$ cat src/rtl/dual_dac_pkg.sv
package dual_dac_pkg;
  typedef enum logic [1:0] {
    CMD_STAGE  = 2'd0,
    CMD_COMMIT = 2'd1,
    CMD_SLEEP  = 2'd2,
    CMD_REF    = 2'd3
  } dac_cmd_e;
endpackage

$ cat src/rtl/dual_dac_sync.sv
// Multi-flop synchronizer for an idle-high pin, with falling-edge detect.
module dual_dac_sync #(
  parameter int STAGES = 2
) (
  input  logic clk,
  input  logic rst,
  input  logic pin_async,
  output logic level,
  output logic fall
);
  logic [STAGES-1:0] shreg;
  logic              prev_q;

  always_ff @(posedge clk) begin
    if (rst) begin
      shreg  <= '1;
      prev_q <= 1'b1;
    end else begin
      shreg  <= {shreg[STAGES-2:0], pin_async};
      prev_q <= shreg[STAGES-1];
    end
  end

  assign level = shreg[STAGES-1];
  assign fall  = prev_q & ~shreg[STAGES-1];
endmodule

$ cat src/rtl/dual_dac_chan.sv
// One channel: staging register, output register, pending mark, sleep flag.
module dual_dac_chan #(
  parameter int DW = 12
) (
  input  logic          clk,
  input  logic          rst,
  input  logic          clr_fall,
  input  logic          wr_stage,
  input  logic          wr_commit,
  input  logic [DW-1:0] code,
  input  logic          xfer,
  input  logic          pd_set,
  input  logic          pd_val,
  output logic [DW-1:0] dac,
  output logic          pd
);
  logic [DW-1:0] stage_q;
  logic          pend_q;

  always_ff @(posedge clk) begin
    if (rst) begin
      stage_q <= '0;
      dac     <= '0;
      pend_q  <= 1'b0;
      pd      <= 1'b0;
    end else begin
      if (clr_fall) begin
        stage_q <= '0;
        dac     <= '0;
        pend_q  <= 1'b0;
      end else if (wr_commit) begin
        stage_q <= code;
        dac     <= code;
        pend_q  <= 1'b0;
      end else if (wr_stage) begin
        stage_q <= code;
        pend_q  <= 1'b1;
      end else if (xfer && pend_q) begin
        dac     <= stage_q;
        pend_q  <= 1'b0;
      end
      if (pd_set) pd <= pd_val;
    end
  end
endmodule

$ cat src/rtl/dual_dac_regs.sv
module dual_dac_regs
  import dual_dac_pkg::*;
#(
  parameter int NCH = 2,
  parameter int DW  = 12,
  parameter int FW  = 16
) (
  input  logic              clk,
  input  logic              rst,
  input  logic              wr_active,
  input  logic              wr_valid,
  input  logic [1:0]        wr_cmd,
  input  logic [NCH-1:0]    wr_sel,
  input  logic [FW-1:0]     wr_data,
  input  logic              load_n,
  input  logic              clr_n,
  output logic [NCH*DW-1:0] dac_code,
  output logic [NCH-1:0]    pwr_down,
  output logic              ref_en
);
  localparam int SYNC_STAGES = 2;

  logic          clr_lvl, clr_fall, load_lvl, load_fall_unused;
  logic          abort_q, write_ok, xfer;
  logic [DW-1:0] code;
  dac_cmd_e      cmd;
  logic          unused_lsbs;

  dual_dac_sync #(.STAGES(SYNC_STAGES)) u_clr_sync (
    .clk(clk), .rst(rst), .pin_async(clr_n), .level(clr_lvl), .fall(clr_fall)
  );
  dual_dac_sync #(.STAGES(SYNC_STAGES)) u_load_sync (
    .clk(clk), .rst(rst), .pin_async(load_n), .level(load_lvl), .fall(load_fall_unused)
  );

  // Abort lasts from the clear edge until the write frame ends.
  always_ff @(posedge clk) begin
    if (rst)                        abort_q <= 1'b0;
    else if (clr_fall && wr_active) abort_q <= 1'b1;
    else if (!wr_active)            abort_q <= 1'b0;
  end

  assign cmd         = dac_cmd_e'(wr_cmd);
  assign write_ok    = wr_valid & wr_active & ~abort_q & ~clr_fall;
  assign xfer        = ~load_lvl & clr_lvl;
  assign code        = wr_data[FW-1 -: DW];
  assign unused_lsbs = ^wr_data;

  for (genvar c = 0; c < NCH; c++) begin : g_ch
    dual_dac_chan #(.DW(DW)) u_ch (
      .clk      (clk),
      .rst      (rst),
      .clr_fall (clr_fall),
      .wr_stage (write_ok && cmd == CMD_STAGE  && wr_sel[c]),
      .wr_commit(write_ok && cmd == CMD_COMMIT && wr_sel[c]),
      .code     (code),
      .xfer     (xfer),
      .pd_set   (write_ok && cmd == CMD_SLEEP  && wr_sel[c]),
      .pd_val   (wr_data[0]),
      .dac      (dac_code[c*DW +: DW]),
      .pd       (pwr_down[c])
    );
  end

  always_ff @(posedge clk) begin
    if (rst)                            ref_en <= 1'b0;
    else if (write_ok && cmd == CMD_REF) ref_en <= wr_data[0];
  end
endmodule

$ cat config.mk
export PLATFORM = sky130hd
export DESIGN_NAME = dual_dac_regs
export DESIGN_NICKNAME = d
export VERILOG_FILES = /design/src/rtl/dual_dac_pkg.sv /design/src/rtl/dual_dac_sync.sv /design/src/rtl/dual_dac_chan.sv /design/src/rtl/dual_dac_regs.sv
export SDC_FILE = /design/constraint.sdc
export NUM_CORES = 1
export LEC_CHECK = 0
export ABC_AREA = 1
export BUFFER_PORTS_ARGS = -buffer_cell sky130_fd_sc_hd__clkbuf_2
export CAP_MARGIN = 20
export CORE_MARGIN = 10
export CORE_UTILIZATION = 45
export DETAILED_ROUTE_END_ITERATION = 16
export MAX_ROUTING_LAYER = met4
export PLACE_DENSITY = 0.68
export SLEW_MARGIN = 20
export SYNTH_ARGS = -nofsm -noshare
export SYNTH_HDL_FRONTEND = slang
export SYNTH_SLANG_ARGS = --single-unit
$ cat constraint.sdc
create_clock -name clk -period 1.75 [get_ports clk]
set_input_delay 0.35 -clock clk [delete_from_list [all_inputs] [get_ports clk]]
set_output_delay 0.35 -clock clk [all_outputs]
set_load 0.005 [all_outputs]
==> results of run 1 <==
-- final timing paths --
check	start	cells past startpoint	end
hold / removal	clr_n	2	u_clr_sync.shreg[0]
setup / recovery	u_clr_sync.shreg[1]	9	g_ch[1].u_ch.dac[9]
hold reg to reg	u_clr_sync.shreg[0]	1	u_clr_sync.shreg[1]
setup reg to reg	u_clr_sync.shreg[1]	9	g_ch[1].u_ch.dac[9]
-- metrics by stage --
| stage | setup WS, ns | hold WS (ns) | instance area (sq um) | power [uW] |
|---|---|---|---|---|
| 2_1_floorplan | 0.426 | 0.389 | 2840 | 1590 |
| 3_3_place_gp | 0.215 | 0.393 | 3190 | 1690 |
| 3_5_place_dp | 0.195 | 0.395 | 3190 | 1700 |
| 4_1_cts | 0.224 | 0.169 | 3430 | 3230 |
| 5_1_grt | 0.0445 | 0.183 | 3430 | 3330 |
| 6_report | 0.240 | 0.181 | 3430 | 3190 |
-- placed cells by master, fill, tap and decap left out, drive strengths merged --
cell type,instances
o21ai,3
inv,55
nor2,106
clkinv,2
buf,12
nand3,3
a21oi,4
dfxtp,59
nand2,161
bufinv,3
o211ai,2
nand4,28
or2,4
clkbuf,60
-- state kept, by name, indices dropped and copies added (netlist names) --
signal,flops
g_ch.u_ch.dac,24
g_ch.u_ch.pend_q,2
abort_q,1
u_clr_sync.shreg,2
u_clr_sync.prev_q,1
g_ch.u_ch.stage_q,24
g_ch.u_ch.pd,2
u_load_sync.shreg,2
ref_en,1
-- report_power, final --
group / switching (uW) / total [uW] / internal (uW)
registers: 15.8 / 1390 / 1380
logic: 177 / 273 / 95.6
clock network: 548 / 1530 / 980
total: 741 / 3190 / 2450
-- worst max-delay path: cells and delay by family (launching register included) --
family / cells / cell delay (ns)
AND/OR/NAND/NOR: 7 / 0.73
flip-flops: 1 / 0.32
buffers and inverters: 2 / 0.38
-- logic make-up after synthesis --
kind of cell	after synthesis	share of synthesized area, %
AO/OA/AOI/OAI	9	2.12
buffers and inverters	81	11.6
flip-flops	59	41.6
AND/OR/NAND/NOR	302	44.6
-- cell type report --
type | count | share of cell area, %
clock inverter | 5 | 2.92
clock buffer | 11 | 4.12
multi-input combinational | 311 | 39.0
tap | 75 | 2.73
sequential | 59 | 34.4
inverter | 55 | 6.01
timing repair buffer | 61 | 10.9
-- layer usage --
layer	up-vias	share of wire (%)	wire, um
li1	1445	-	-
met1	1215	46	3160
met2	69	47	3270
met3	11	5.5	382
met4	0	1.5	102
met5	-	0	0
==> flow_summary.ini, run 1 <==
[sta]
period_share_pct = 86.3
rsz0062_at_grt = false
fin_setup_tns_ns = 0
tightest_slew_ns = 0.252
fin_crit_ns = 1.51
clock_skew_ns = 0.00631
fmax_mhz = 662
report.final.setup_viol = 0
slew_headroom_pct = 83.2
drv_slew = 0
hold_viol = 0

[clock_tree]
htree_levels = 3
cts_sinks = 59
insertion_delay_ns = 0.35
postCtsHoldBufs = 0
root_buffer = clkbuf_8
cts_tree = yes
clkTransAtPathRegs_ns = 0.07
postCtsResizedCells = 0
numCtsBuffers = 9
cts_setup_buffers = 0
clockBufferDepth = 2

[routing]
drt-wirelength-per-cell_um = 12.0
wirelength_um = 6910
drtIter0Drc = 145
drc = 0
num_vias = 2740
vias_per_cell = 4.75
ant_nets = 0
dr.pass1.iters = 4

[layout]
final_core_util_pct = 57.0
layout.area.seq_sq_um = 1180
fillers = 598
n_antenna_cell = 0
num-nets-final = 523
multi_input_area_sq_um = 1340
final_cells = 577
area_growth_syn_to_layout_pct = 21.0
drive_gt1_share_pct = 18.7

[placement]
place_inst = 561
gp_congestion = 0.824
dp_hpwl_um = 4730
io_buffer_count = 49

[global_route]
grt_util_all_layers_pct = 15.0
grt_pass1_wl_um = 11900
busiest_layer = met2
grt_use_met1_pct = 18.6
grt_pass1_vias = 2445
antenna_found_initial = 0
global_route.usage.met3_pct = 4.71
grt_max_degree = 51
grt_overflow = 0
use_met2_pct = 22.0

[critical_path]
cp.required_ns = 2.03
r2r_slack_ns = 0.24
cp.arrival_ns = 1.79
crit_path_start_kind = flip-flop
slowest_stage = dfxtp_1
slowest_delay_ns = 0.32
end_kind = flip-flop
path_cells = inv_2, nand2_2, nand2_2, nor2_4, buf_4, nand4_1, nand2_1, nor2_1, nor2_1
worst-path-max-fanout = 24
critPathKind = flip-flop to flip-flop

[min_path]
min_path_type = primary input to flip-flop

[synth]
syn-num-nets = 477
yosys_warnings = 0
synth_seq_area_share_pct = 41.6
ys.flop_type = dfxtp_1
synth_top_area_share_pct = 41.6
synthTopCellsByArea = dfxtp_1 42%, nand2_1 21%, nor2_1 14%
synth_edf_count = 0
synth_seq_cells = 59
netlist_instances = 451
avgSynthCellArea_sq_um = 6.29
yosys.area.top_type = dfxtp_1
async_flop_share_pct = 0
synth_common_cells = 157 x nand2_1, 103 x nor2_1, 59 x dfxtp_1
yosysMostFrequentCell = nand2_1
synth_cell_types = 19
mappedNetlistArea_sq_um = 2840

[floorplanning]
io_pins = 53
coreArea_sq_um = 6030
fp.dieW_um = 99.4
die_y_um = 99.4
start_util_pct = 47.1
rows = 28
die_area_sq_um = 9880

[run_status]
status = finished clean

[power_and_ir_drop]
p_leak_uw = 0.00193
power.density_nw_per_um2 = 931
vdd_drop_max_uv = 528

[job]
maxCapViolations = 0
Note: power is estimated with default switching activity, not from simulation.
==> run 2: changes to the inputs <==
==> constraint.sdc (replaced) <==
create_clock -name clk -period 1.75 [get_ports clk]
set_input_delay 0.175 -clock clk [delete_from_list [all_inputs] [get_ports clk]]
set_output_delay 0.175 -clock clk [all_outputs]
set_load 0.005 [all_outputs]
==> run 2 against run 1 <==
Compared with the run above:
- non-clock buffer count did not move
- critical endpoint is now g_ch[1].u_ch.stage_q[6]
- worst hold slack got worse by 0.14 ns
- worst setup slack worse by 0.067 ns
- register-to-register slack got worse by 0.07 ns
- maximum frequency decreased by 4.3%
- critical path depth is the same
- count of clock-buffer cells in the layout increased by 2
- via count shrank 0.88%
- combinational power increased by 1%
- sequential cell count unchanged
==> flow_summary.ini, run 2 (same netlist as run 1, synthesis figures left out) <==
[floorplanning]
rows = 28
die_area_sq_um = 9880
start_util_pct = 47.1
die_y_um = 99.4
coreArea_sq_um = 6030
io_pins = 53
fp.dieW_um = 99.4

[layout]
num-nets-final = 523
top_regs = g_ch.u_ch.dac x24, g_ch.u_ch.stage_q x24
mostFrequentLayoutCell = nand2_1
final_cells = 577
final_core_util_pct = 56.1
drive_gt1_share_pct = 18.2
layout_common_cells = 157 x nand2_1, 103 x nor2_1, 59 x dfxtp_1, 53 x inv_1, 49 x clkbuf_2
area_growth_syn_to_layout_pct = 19.2

[sta]
report.final.setup_viol = 0
drv_slew = 0
rsz0062_at_grt = false
fin_setup_tns_ns = 0
fin_crit_ns = 1.58
hold_slack_ns = 0.0411
fmax_mhz = 634
hold_viol = 0
tightest_slew_ns = 0.272
clock_skew_ns = 0.00635
slew_headroom_pct = 81.9
period_share_pct = 90.1

[critical_path]
cp.required_ns = 2.00
crit_family = simple AND/OR/NAND/NOR gates
path_cells = inv_2, nand2_2, nand2_2, nor2_4, buf_12, o211ai_2, buf_4, nor2_1, nor2_1
cp.arrival_ns = 1.82
worstRegToRegCells = 9
slowest_stage = dfxtp_1
end_kind = flip-flop
path_buf_inv = 3
crit_path_start_kind = flip-flop
cp.depth = 9
worst-path-max-fanout = 25
critPathKind = flip-flop to flip-flop
slowest_delay_ns = 0.32

[global_route]
antenna_found_initial = 1
grt_pass1_wl_um = 11500
grt_overflow = 0
grt_util_all_layers_pct = 14.6
grt_pass1_vias = 2346
grt_max_degree = 51

[power_and_ir_drop]
power.density_nw_per_um2 = 832
p_leak_uw = 0.00190
vdd_drop_max_uv = 429

[clock_tree]
htree_levels = 3
root_buffer = clkbuf_8
clockBufferDepth = 2
clkTransAtPathRegs_ns = 0.06
cts_tree = yes
cts_setup_buffers = 0
numCtsBuffers = 9
insertion_delay_ns = 0.35
cts_sinks = 59

[placement]
io_buffer_count = 49
gp_congestion = 0.835
place_inst = 559
dp_hpwl_um = 4690

[routing]
dr.pass1.iters = 5
drt-wirelength-per-cell_um = 12.0
vias_per_cell = 4.71
ant_nets = 0
num_vias = 2716
drtIter0Drc = 198
wirelength_um = 6940
drc = 0

[job]
maxCapViolations = 0

[min_path]
min_path_type = primary input to flip-flop
hold_depth = 3

[run_status]
status = finished clean
run 2: what timing repair did:
item,4_1_cts,5_1_grt
hold buffers,2,0
endpoints found under the hold margin,2,0
setup endpoints to repair,0,12
resized for setup,0,1
run 2: where the power goes:
part           internal (uW)  switching (uW)
registers               1380            15.5
clock network            617             526
logic                   99.0             178
total                   2090             719
run 2: final cells by class:
type	instances	area, sq um
repair buffers	61	378
inverters	55	206
multi-input cells	311	1340
well taps	75	93.8
clock buffers	13	169
fillers	579	2640
clock inverters	2	10.0
diodes	1	2.50
flip-flops and latches	59	1180
run 2: worst reg2reg max path, cell delays in order (launching register included):
cell and delay (ns):
dfxtp_1 0.32, inv_2 0.07, nand2_2 0.10, nand2_2 0.08, nor2_4 0.20, buf_12 0.21, o211ai_2 0.10, buf_4 0.22
nor2_1 0.12, nor2_1 0.05
run 2: final timing paths:
kind	from	endpoint	slack [ns]
max reg2reg	u_clr_sync.shreg[1]	g_ch[1].u_ch.stage_q[6]	0.17
max	u_clr_sync.shreg[1]	g_ch[1].u_ch.stage_q[6]	0.17
min	wr_active	abort_q	0.04
min reg2reg	u_clr_sync.shreg[0]	u_clr_sync.shreg[1]	0.41
run 2: metal layers:
metal  GRT usage, %  part of all wire, %  vias up
met5              -                    0        -
met2           21.9                   47       70
met1           17.4                   44     1186
li1               -                    -     1448
met4           6.95                  1.6        0
met3           4.57                  7.1       12
run 2: per-stage QoR:
stage | power [uW] | instance area, sq um | setup slack (ns)
after global placement | 1690 | 3180 | 0.162
after CTS | 2840 | 3380 | 0.0420
after global routing | 2940 | 3380 | 0.0108
after floorplan | 1590 | 2840 | 0.430
final | 2810 | 3380 | 0.173
after detailed placement | 1700 | 3180 | 0.0574
==> run 3: changes to the inputs <==
Settings changed: REMOVE_ABC_BUFFERS set to 1.
==> run 3 against run 2 <==
Compared with the run above:
- sequential cell count unchanged
- largest cell class unchanged
- worst hold slack worse by 0.021 ns
- via count down 2.0%
- largest power group unchanged
==> flow_summary.ini, run 3 (same netlist as run 1, synthesis figures left out) <==
[run_status]
status = finished clean

[critical_path]
r2r_slack_ns = 0.19
slowest_stage = dfxtp_1
end_kind = flip-flop
path_buf_inv = 2
path_cells = inv_2, nand2_2, nand2_2, nor2_4, nand3_1, nand2_2, buf_12, nand2_1, nand2_1, nor2_1
cp_common_cell = nand2_2
cp.required_ns = 1.98
critPathKind = flip-flop to flip-flop
crit_family = simple AND/OR/NAND/NOR gates
crit_path_start_kind = flip-flop
worst-path-max-fanout = 24
cp.arrival_ns = 1.78
slowest_delay_ns = 0.32

[clock_tree]
cts_sinks = 59
root_buffer = clkbuf_8
clockBufferDepth = 2
numCtsBuffers = 9
cts_tree = yes
insertion_delay_ns = 0.34
cts_setup_buffers = 0
postCtsResizedCells = 0
clkTransAtPathRegs_ns = 0.06
postCtsHoldBufs = 0
htree_levels = 3

[placement]
dpl_cell_area_sq_um = 3190
gp_congestion = 0.776
dp_hpwl_um = 4590
io_buffer_count = 49

[sta]
period_share_pct = 88.9
tightest_slew_ns = 0.397
rsz0062_at_grt = false
drv_slew = 0
slew_headroom_pct = 73.5
clock_skew_ns = 0.00719
report.final.setup_viol = 0
fin_crit_ns = 1.56
fmax_mhz = 643
hold_viol = 0

[layout]
layout_common_cells = 157 x nand2_1, 103 x nor2_1, 59 x dfxtp_1, 53 x inv_1, 49 x clkbuf_2
mostFrequentLayoutCell = nand2_1
drive_gt1_share_pct = 18.6
top_regs = g_ch.u_ch.dac x24, g_ch.u_ch.stage_q x24
area_growth_syn_to_layout_pct = 20.0
n_antenna_cell = 0
final_core_util_pct = 56.5
fillers = 595
num-nets-final = 523
finalInstanceArea_sq_um = 3400

[floorplanning]
rows = 28
coreArea_sq_um = 6030
die_area_sq_um = 9880
io_pins = 53
die_y_um = 99.4
start_util_pct = 47.1
fp.dieW_um = 99.4

[global_route]
grt_pass1_wl_um = 11800
grt_max_degree = 51
grt_pass1_vias = 2449
grt_overflow = 0
grt_util_all_layers_pct = 14.8
antenna_found_initial = 0

[routing]
drc = 0
drt-wirelength-per-cell_um = 11.9
num_vias = 2662
dr.pass1.iters = 4
vias_per_cell = 4.62
wirelength_um = 6880
drtIter0Drc = 117
ant_nets = 0

[min_path]
min_path_type = primary input to flip-flop

[power_and_ir_drop]
total_power_uw = 2990
power.density_nw_per_um2 = 877
p_leak_uw = 0.00192
vdd_drop_max_uv = 375

[job]
maxCapViolations = 0
## run 3: worst paths after layout
check                       start              endpoint  depth (start not counted)
min reg2reg  u_load_sync.shreg[0]  u_load_sync.shreg[1]                          1
max reg2reg   u_clr_sync.shreg[1]   g_ch[0].u_ch.dac[1]                         10
min                        load_n  u_load_sync.shreg[0]                          2
max           u_clr_sync.shreg[1]   g_ch[0].u_ch.dac[1]                         10
## run 3: worst reg2reg max path: stages (launching register included)
cell     delay [ns]
dfxtp_1        0.32
inv_2          0.07
nand2_2        0.11
nand2_2        0.08
nor2_4         0.25
nand3_1        0.17
nand2_2        0.12
buf_12         0.16
nand2_1        0.06
nand2_1        0.05
nor2_1         0.04
## run 3: through the flow
step           setup TNS, ns  hold slack, ns  cells  setup WS, ns
2_1_floorplan         -34.05           0.247    425        -0.717
3_3_place_gp               0           0.358    561         0.241
3_5_place_dp               0           0.364    561         0.214
4_1_cts                    0         0.00831    576         0.178
5_1_grt                    0          0.0162    576        0.0239
6_report                   0          0.0205    576         0.194
## run 3: layout make-up
cell class / instances / area (sq um) / area share, %
Tap cell: 75 / 93.8 / 2.76
Timing Repair Buffer: 61 / 373 / 11.0
Sequential cell: 59 / 1180 / 34.7
Inverter: 55 / 206 / 6.06
Clock buffer: 14 / 183 / 5.37
Multi-Input combinational cell: 311 / 1340 / 39.3
Clock inverter: 1 / 30.0 / 0.882
## run 3: report_power, final
part           internal, uW  switching (uW)  leakage, uW
clock network           806             514     0.000109
registers              1380            15.6     0.000478
logic                  95.9             178      0.00133
total                  2280             707      0.00192
## run 3: metal layers
metal	up-vias	part of all wire, %	wire length [um]	GRT usage [%]
li1	1447	-	-	-
met1	1163	46	3190	17.7
met2	45	47	3260	22.7
met3	7	4.8	331	3.18
met4	0	1.4	95	7.61
met5	-	0	0	-
